### config.mk
export PLATFORM = sky130hd
export DESIGN_NAME = seqdiv_cyc
export DESIGN_NICKNAME = d
export VERILOG_FILES = /design/src/rtl/seqdiv_pkg.sv /design/src/rtl/seqdiv_prep.sv /design/src/rtl/seqdiv_step.sv /design/src/rtl/seqdiv_ucost_step.sv /design/src/rtl/seqdiv_scost.sv /design/src/rtl/seqdiv_cyc.sv
export SDC_FILE = /design/constraint.sdc
export NUM_CORES = 1
export LEC_CHECK = 0
export BUFFER_PORTS_ARGS = -buffer_cell sky130_fd_sc_hd__buf_2
export CAP_MARGIN = 15
export CORE_MARGIN = 3
export CORE_UTILIZATION = 32
export CTS_CLUSTER_DIAMETER = 30
export CTS_CLUSTER_SIZE = 30
export DETAILED_ROUTE_END_ITERATION = 8
export GPL_ROUTABILITY_DRIVEN = 0
export HOLD_SLACK_MARGIN = 0.15
export PLACE_DENSITY_LB_ADDON = 0.1
export SKIP_CTS_REPAIR_TIMING = 1
export SYNTH_ARGS = -nofsm -noshare
export SYNTH_HDL_FRONTEND = slang
export SYNTH_SLANG_ARGS = --single-unit
### constraint.sdc
create_clock -name clk -period 7.6 [get_ports clk]
set_input_delay 0.38 -clock clk [delete_from_list [all_inputs] [get_ports clk]]
set_output_delay 0.38 -clock clk [all_outputs]
set_load 0.005 [all_outputs]
### src/rtl/seqdiv_pkg.sv
package seqdiv_pkg;

  typedef enum logic [1:0] {
    ST_IDLE = 2'd0,
    ST_RUN  = 2'd1,
    ST_FIN  = 2'd2
  } div_state_e;

  localparam int unsigned CYC_W          = 10;
  localparam int unsigned COST_BASE      = 12;
  localparam int unsigned COST_MSB_SET   = 4;
  localparam int unsigned COST_SUB_OK    = 6;
  localparam int unsigned COST_NO_SUB    = 8;
  localparam int unsigned COST_U_OVF     = 6;
  localparam int unsigned COST_S_OVF     = 12;
  localparam int unsigned COST_S_FIXED   = 104;
  localparam int unsigned COST_PER_ZERO  = 2;
  localparam int unsigned COST_NEG_DVD   = 2;
  localparam int unsigned COST_TAIL_DVS  = 2;
  localparam int unsigned COST_TAIL_DVD  = 4;

endpackage

### src/rtl/seqdiv_prep.sv
module seqdiv_prep #(
  parameter int unsigned DW = 32,
  parameter int unsigned SW = 16
) (
  input  logic [DW-1:0] dividend,
  input  logic [SW-1:0] divisor,
  input  logic          signed_mode,
  output logic [DW-1:0] mag_a,
  output logic [SW-1:0] mag_d,
  output logic          a_neg,
  output logic          d_neg,
  output logic          div_zero,
  output logic          too_big
);
  localparam int unsigned XW = ((DW > SW) ? DW : SW) + 1;

  logic [XW-1:0] hi_u, hi_s, dz;

  always_comb begin
    a_neg    = signed_mode & dividend[DW-1];
    d_neg    = signed_mode & divisor[SW-1];
    mag_a    = a_neg ? (~dividend + 1'b1) : dividend;
    mag_d    = d_neg ? (~divisor + 1'b1) : divisor;
    div_zero = (divisor == '0);
    // quotient overflows when the dividend's high part reaches the divisor
    hi_u     = XW'(mag_a[DW-1:SW]);
    hi_s     = XW'(mag_a[DW-1:SW-1]);
    dz       = XW'(mag_d);
    too_big  = signed_mode ? (hi_s >= dz) : (hi_u >= dz);
  end
endmodule

### src/rtl/seqdiv_step.sv
module seqdiv_step #(
  parameter int unsigned SW = 16
) (
  input  logic [SW-1:0] rem_in,
  input  logic          bit_in,
  input  logic [SW-1:0] dvs,
  output logic [SW-1:0] rem_out,
  output logic          q_bit
);
  logic [SW:0] trial;
  logic [SW:0] diff;

  always_comb begin
    trial   = {rem_in, bit_in};
    diff    = trial - {1'b0, dvs};
    q_bit   = (trial >= {1'b0, dvs});
    rem_out = q_bit ? diff[SW-1:0] : trial[SW-1:0];
  end
endmodule

### src/rtl/seqdiv_ucost_step.sv
module seqdiv_ucost_step
  import seqdiv_pkg::*;
#(
  parameter int unsigned DW = 32,
  parameter int unsigned SW = 16
) (
  input  logic [DW-1:0]    t_in,
  input  logic [SW-1:0]    dvs,
  output logic [DW-1:0]    t_out,
  output logic [CYC_W-1:0] inc
);
  logic [DW-1:0] shifted_dvs;
  logic [DW-1:0] t2;

  always_comb begin
    shifted_dvs = DW'(dvs) << (DW - SW);
    t2          = t_in << 1;
    if (t_in[DW-1]) begin
      t_out = t2 - shifted_dvs;
      inc   = CYC_W'(COST_MSB_SET);
    end else if (t2 >= shifted_dvs) begin
      t_out = t2 - shifted_dvs;
      inc   = CYC_W'(COST_SUB_OK);
    end else begin
      t_out = t2;
      inc   = CYC_W'(COST_NO_SUB);
    end
  end
endmodule

### src/rtl/seqdiv_scost.sv
module seqdiv_scost
  import seqdiv_pkg::*;
#(
  parameter int unsigned SW = 16
) (
  input  logic [SW-1:0]    q_mag,
  input  logic             a_neg,
  input  logic             d_neg,
  output logic [CYC_W-1:0] cost
);
  logic [CYC_W-1:0] zeros;

  always_comb begin
    zeros = '0;
    for (int i = 1; i < int'(SW); i++) begin
      zeros = zeros + CYC_W'(!q_mag[i]);
    end
    cost = CYC_W'(COST_BASE + COST_S_FIXED) + CYC_W'(COST_PER_ZERO) * zeros;
    if (a_neg) cost = cost + CYC_W'(COST_NEG_DVD);
    if (d_neg)      cost = cost + CYC_W'(COST_TAIL_DVS);
    else if (a_neg) cost = cost + CYC_W'(COST_TAIL_DVD);
  end
endmodule

### src/rtl/seqdiv_cyc.sv
module seqdiv_cyc
  import seqdiv_pkg::*;
#(
  parameter int unsigned DW = 32,
  parameter int unsigned SW = 16
) (
  input  logic             clk,
  input  logic             rst_n,
  input  logic             in_valid,
  output logic             in_ready,
  input  logic             in_signed,
  input  logic [DW-1:0]    in_dividend,
  input  logic [SW-1:0]    in_divisor,
  output logic             out_done,
  output logic             out_write,
  output logic [DW-1:0]    out_result,
  output logic             out_n,
  output logic             out_z,
  output logic             out_v,
  output logic             out_c,
  output logic             out_exc,
  output logic [CYC_W-1:0] out_cycles
);
  localparam int unsigned CNT_W    = $clog2(SW);
  localparam int unsigned COST_ITS = SW - 1;

  div_state_e        state;
  logic [CNT_W-1:0]  step_cnt;
  logic [SW-1:0]     rem_q, low_q, dvs_q;
  logic [DW-1:0]     tmod_q;
  logic [CYC_W-1:0]  ucost_q;
  logic              sgn_q, aneg_q, dneg_q;

  logic [DW-1:0]     mag_a;
  logic [SW-1:0]     mag_d;
  logic              a_neg, d_neg, div_zero, too_big;
  logic [SW-1:0]     rem_nx;
  logic              q_bit;
  logic [DW-1:0]     tmod_nx;
  logic [CYC_W-1:0]  ucost_inc;
  logic [CYC_W-1:0]  scost;
  logic [SW-1:0]     q_final, r_final;
  logic              accept;

  assign in_ready = (state == ST_IDLE);
  assign accept   = in_valid & in_ready;

  seqdiv_prep #(.DW(DW), .SW(SW)) prep_i (
    .dividend(in_dividend), .divisor(in_divisor), .signed_mode(in_signed),
    .mag_a(mag_a), .mag_d(mag_d), .a_neg(a_neg), .d_neg(d_neg),
    .div_zero(div_zero), .too_big(too_big)
  );

  seqdiv_step #(.SW(SW)) step_i (
    .rem_in(rem_q), .bit_in(low_q[SW-1]), .dvs(dvs_q),
    .rem_out(rem_nx), .q_bit(q_bit)
  );

  seqdiv_ucost_step #(.DW(DW), .SW(SW)) ucost_i (
    .t_in(tmod_q), .dvs(dvs_q), .t_out(tmod_nx), .inc(ucost_inc)
  );

  seqdiv_scost #(.SW(SW)) scost_i (
    .q_mag(low_q), .a_neg(aneg_q), .d_neg(dneg_q), .cost(scost)
  );

  always_comb begin
    q_final = (aneg_q ^ dneg_q) ? (~low_q + 1'b1) : low_q;
    r_final = aneg_q ? (~rem_q + 1'b1) : rem_q;
  end

  always_ff @(posedge clk) begin
    if (!rst_n) begin
      state      <= ST_IDLE;
      step_cnt   <= '0;
      rem_q      <= '0;
      low_q      <= '0;
      dvs_q      <= '0;
      tmod_q     <= '0;
      ucost_q    <= '0;
      sgn_q      <= 1'b0;
      aneg_q     <= 1'b0;
      dneg_q     <= 1'b0;
      out_done   <= 1'b0;
      out_write  <= 1'b0;
      out_exc    <= 1'b0;
      out_result <= '0;
      out_n      <= 1'b0;
      out_z      <= 1'b0;
      out_v      <= 1'b0;
      out_c      <= 1'b0;
      out_cycles <= '0;
    end else begin
      out_done  <= 1'b0;
      out_write <= 1'b0;
      out_exc   <= 1'b0;
      unique case (state)
        ST_IDLE: begin
          if (accept) begin
            if (div_zero) begin
              out_done   <= 1'b1;
              out_exc    <= 1'b1;
              out_n      <= 1'b0;
              out_z      <= 1'b0;
              out_v      <= 1'b0;
              out_c      <= 1'b0;
              out_cycles <= '0;
            end else if (too_big) begin
              out_done <= 1'b1;
              out_v    <= 1'b1;
              out_c    <= 1'b0;
              if (in_signed) begin
                out_cycles <= CYC_W'(COST_S_OVF);
              end else begin
                out_n      <= 1'b1;
                out_z      <= 1'b0;
                out_cycles <= CYC_W'(COST_U_OVF);
              end
            end else begin
              state    <= ST_RUN;
              step_cnt <= '0;
              rem_q    <= SW'(mag_a[DW-1:SW]);
              low_q    <= mag_a[SW-1:0];
              dvs_q    <= mag_d;
              tmod_q   <= in_dividend;
              ucost_q  <= CYC_W'(COST_BASE);
              sgn_q    <= in_signed;
              aneg_q   <= a_neg;
              dneg_q   <= d_neg;
            end
          end
        end
        ST_RUN: begin
          rem_q <= rem_nx;
          low_q <= {low_q[SW-2:0], q_bit};
          if (32'(step_cnt) < COST_ITS) begin
            tmod_q  <= tmod_nx;
            ucost_q <= ucost_q + ucost_inc;
          end
          step_cnt <= step_cnt + 1'b1;
          if (32'(step_cnt) == SW - 1) state <= ST_FIN;
        end
        ST_FIN: begin
          out_done   <= 1'b1;
          out_write  <= 1'b1;
          out_result <= {r_final, q_final};
          out_n      <= q_final[SW-1];
          out_z      <= (q_final == '0);
          out_v      <= 1'b0;
          out_c      <= 1'b0;
          out_cycles <= sgn_q ? scost : ucost_q;
          state      <= ST_IDLE;
        end
        default: state <= ST_IDLE;
      endcase
    end
  end

  AST_DONE_PULSE: assert property (@(posedge clk) disable iff (!rst_n)
    out_done |=> !out_done);
  AST_EXC_NO_WRITE: assert property (@(posedge clk) disable iff (!rst_n)
    out_exc |-> (out_done && !out_write && !out_v));
  AST_KEEP_RESULT: assert property (@(posedge clk) disable iff (!rst_n)
    (out_done && !out_write) |-> (out_result == $past(out_result)));
  AST_CARRY_CLEAR: assert property (@(posedge clk) disable iff (!rst_n)
    out_done |-> !out_c);
  AST_OVF_COST: assert property (@(posedge clk) disable iff (!rst_n)
    (out_done && out_v) |-> (!out_write && (out_cycles == 10'd6 || out_cycles == 10'd12)));
  AST_RUN_STABLE: assert property (@(posedge clk) disable iff (!rst_n)
    (state == ST_RUN) |=> $stable(out_result));
endmodule

==> results.txt <==
Measured against its own limit, the worst slew margin works out to 37.95%. The logs give 0 for the remaining routing DRC violations and 146 for the sink count of the clock tree. The design draws 4.402 mW. The routed length per placed instance was 19.35 um; the total wire length was 38,100 um. Traced cell by cell, the critical path runs through inv_1, ha_1, fa_1, fa_1, fa_1, fa_1, ha_1, fa_1, xor2_1, ha_1, nand3_1, or2_2, o21ai_0, a22oi_1, xor2_1, mux2_2, a211o_1.

The count of nets left with antenna violations once routing finished came out at 0. In this run the mean area of a mapped cell was 7.768 sq um. In the post-synthesis netlist, the biggest area contributors are sky130_fd_sc_hd__dfxtp_1 26%, sky130_fd_sc_hd__ha_1 9.4%, sky130_fd_sc_hd__nand2_1 5.7%. For the power spent charging and discharging nets, the log shows 2.036 mW. The initial antenna violation count is 0. The first global-routing pass estimated 58,880 um of wire. The most frequent cell after synthesis is sky130_fd_sc_hd__nand2_1. The number of synthesized register bits was 146; the max-slew violation count was 0.

The run gives 2 as the maximum number of buffers from clock root to sink. For the summed negative setup slack over all endpoints, the log shows 0 ps. For this run, asynchronously set or reset flops after synthesis account for 0%. The first detailed-routing pass ran for 5 iterations. The via count of the first global-routing pass came out at 10,110. TritonCTS built the clock tree.

The critical path endpoint category is a flip-flop. The master of the slowest instance on the critical path was sky130_fd_sc_hd__fa_1. The run finished with clean final reports. The filler cells instantiated in the layout total 3,662. The share of total power dissipated in sequential elements is 21.5%. At the worst endpoint, the arrival time is 6050 ps. Detailed placement finished with a half-perimeter wire length of 29,010 um. The cell area after synthesis was 0.01126 sq mm; the largest net degree at the start of global routing was 75.

Setup repair after global routing left no endpoint under its margin. The sequential fraction of the synthesis area is 25.95%, and the maximum achievable frequency is 0.1748 GHz. For this run, the post-layout net count is 1,650. In this run the worst path has a maximum fanout of 6.

The library cell appearing most often on the critical path was sky130_fd_sc_hd__fa_1. At the worst endpoint, the required time is 7930 ps. The tools report the number of nets produced by synthesis as 1,599. Counting the buffers created by CTS gives 17.

The detail-routed via count per cell is 5.445, and the clock latency on the worst-skew pair is 440 ps. After synthesis, the largest area contributor takes up 25.95% of total cell area. Per report_power, the clock group accounts for 19.5% of the total. For this block, the via count after detailed routing is 10,720. The min-delay analysis places its worst path in the category input port to flip-flop. The post-CTS clock slew at the launch and capture registers of the worst setup and hold paths came out at 70 ps.

The share of final-layout standard cells stronger than drive strength 1 is 12.75%, and the number of port buffers is 100. The setup-violating endpoint count in the final report was 0. For this block, the initial DRC count from the detailed router was 686. The root buffer cell is sky130_fd_sc_hd__clkbuf_16.

By startpoint and endpoint, the worst setup path is classified as flip-flop to flip-flop. The y dimension of the die is 193.6 um, and the number of H-tree levels is 4. For this run, the number of Yosys warnings is 0. The top cell type by total area after synthesis is sky130_fd_sc_hd__dfxtp_1.

Combinational cells account for 59.0% of the total power. On the final layout, the worst clock skew is 8.446 ps. Across the VDD grid, the largest voltage drop is 0.0002639 V. The commonest cells after synthesis are 172 x sky130_fd_sc_hd__nand2_1, 154 x sky130_fd_sc_hd__nor2_1, 146 x sky130_fd_sc_hd__dfxtp_1, 115 x sky130_fd_sc_hd__a21oi_1, 85 x sky130_fd_sc_hd__ha_1.

Global routing used 19.69% of the available tracks across all layers. For the leakage power of the design, the log shows 5.085 nW. After global routing the overflow that remains totals 0. I/O pin count: 102. The synthesized design contains 0 enable-type register cells. In this run switching power makes up 46.24% of total power. In the synthesized netlist the dominant register cell turns out to be sky130_fd_sc_hd__dfxtp_1. The run gives 32.53% as the initial core utilization.

The die boundary width is 193.6 um. The internal cell power is 2.366 mW. Relative to the synthesized area, the layout overhead comes to 12.70%. The floorplan has 68 rows.

Counting every instance in the synthesized netlist gives 1,450. The worst path needs 5721 ps of the cycle, external delays included. For the pin with the worst max-slew slack, the measured transition is 930.8 ps. The tool flagged a number of max-cap violations equal to 0.

The placeable core region is 0.03463 sq mm. The final critical path takes up 75.28% of the cycle. In this design, the stage delay of the slowest critical-path cell is 540 ps.

The startpoint kind of the worst setup timing path is a flip-flop. In this run the power density over the cells is 346.8 mW/mm^2. Counting distinct cell types in the post-synthesis netlist gives 81. The final number of hold-violating endpoints is 0. The run gives 0.03748 sq mm as the die footprint. The total inserted antenna cells came out at 0.
-- stage by stage --
stage | cell area, sq um | utilization (%) | setup WS, ps | instances | hold WS (ps)
floorplan | 11260 | - | 2065 | 1450 | 445.3
global placement | 12110 | 34.98 | 1988 | 1937 | 437.3
detailed placement | 12110 | 34.98 | 1873 | 1937 | 443.4
CTS | 12690 | 36.66 | 1838 | 1969 | 263.0
global route | 12690 | 36.66 | 1532 | 1969 | 281.5
finish | 12690 | 36.66 | 1879 | 1969 | 289.7
-- area by class of cell --
class	instances	area [sq um]	area share (%)
Multi-Input combinational cell	1148	7731	60.91
Sequential cell	146	2923	23.03
Clock buffer	19	452.9	3.568
Inverter	76	287.8	2.267
Tap cell	455	569.3	4.485
Timing Repair Buffer	112	603.1	4.751
Clock inverter	13	126.4	0.9956
-- sequential cells by signal, summed over array words and instances, names as in the netlist, 2 cells and up --
signal,cells
state,2
step_cnt,4
out_cycles,10
ucost_q,9
dvs_q,16
tmod_q,32
out_result,32
rem_q,16
low_q,16
-- cells by family after synthesis --
family                     after synthesis  share of synthesized area (%)
AOI/OAI and AO/OA                      418                          26.05
xor gates and xnor gates                95                          7.387
adders and majority gates               97                          11.58
buffers and inverters                  156                          5.721
DFF                                    146                          25.95
muxes                                   21                          1.877
other                                    1                        0.03329
and+or+nand+nor                        516                          21.41
-- routing by layer --
metal  global-route usage (%)  vias to the layer above  share of wire, %
met1                    28.00                     5110                49
met5                        0                        -                 0
met2                    31.55                      214                45
li1                         -                     5366                 -
met3                    3.076                       31               4.3
met4                    4.420                        0               1.5
-- power by group through the flow --
stage	Combinational [mW]	Clock, mW	Sequential, mW
after floorplan	2.07	0	0.919
after detailed placement	2.59	0	0.961
after global placement	2.58	0	0.961
after CTS	2.60	0.880	0.944
after global routing	2.95	0.907	0.958
final	2.60	0.857	0.946
-- worst max-delay path: cells and delay by family, from the launching register on --
| family | cells | cell delay (ps) |
|---|---|---|
| buffers and inverters | 1 | 70 |
| AND/OR/NAND/NOR | 2 | 460 |
| XOR/XNOR | 2 | 500 |
| adder cells (fa/ha/maj) | 8 | 3260 |
| flip-flops | 1 | 420 |
| multiplexers | 1 | 380 |
| AO/OA/AOI/OAI | 3 | 520 |
-- cell usage in the layout, fill, tap and decap left out, types with 10 or more instances in the layout --
master / instances
sky130_fd_sc_hd__nand2_1: 172
sky130_fd_sc_hd__nor2_1: 153
sky130_fd_sc_hd__dfxtp_1: 146
sky130_fd_sc_hd__a21oi_1: 114
sky130_fd_sc_hd__buf_2: 100
sky130_fd_sc_hd__ha_1: 85
sky130_fd_sc_hd__inv_1: 75
sky130_fd_sc_hd__o21ai_0: 64
sky130_fd_sc_hd__xnor2_1: 48
sky130_fd_sc_hd__xor2_1: 47
sky130_fd_sc_hd__a211oi_1: 44
sky130_fd_sc_hd__o211ai_1: 33
sky130_fd_sc_hd__nor3_1: 31
sky130_fd_sc_hd__nand3_1: 31
sky130_fd_sc_hd__a31oi_1: 24
sky130_fd_sc_hd__mux2i_1: 20
sky130_fd_sc_hd__or3_1: 18
sky130_fd_sc_hd__a311oi_2: 18
sky130_fd_sc_hd__clkbuf_16: 17
sky130_fd_sc_hd__nand4_1: 16
sky130_fd_sc_hd__nand2b_1: 15
sky130_fd_sc_hd__and3_1: 15
sky130_fd_sc_hd__nor4_1: 12
sky130_fd_sc_hd__a21o_1: 12
sky130_fd_sc_hd__fa_1: 12
sky130_fd_sc_hd__o31ai_1: 11
sky130_fd_sc_hd__buf_4: 11
sky130_fd_sc_hd__a211o_1: 10
-- worst paths after layout --
path / from / end / slack, ps / cells past startpoint
setup / recovery: low_q[2]$_SDFFE_PN0P_ / out_cycles[5]$_SDFFE_PN0P_ / 1880 / 17
setup reg to reg: low_q[2]$_SDFFE_PN0P_ / out_cycles[5]$_SDFFE_PN0P_ / 1880 / 17
hold reg to reg: out_result[26]$_SDFFE_PN0P_ / out_result[26]$_SDFFE_PN0P_ / 450 / 2
hold / removal: in_dividend[6] / tmod_q[6]$_SDFFE_PN0P_ / 290 / 3
Note: power is estimated with default switching activity, not from simulation.
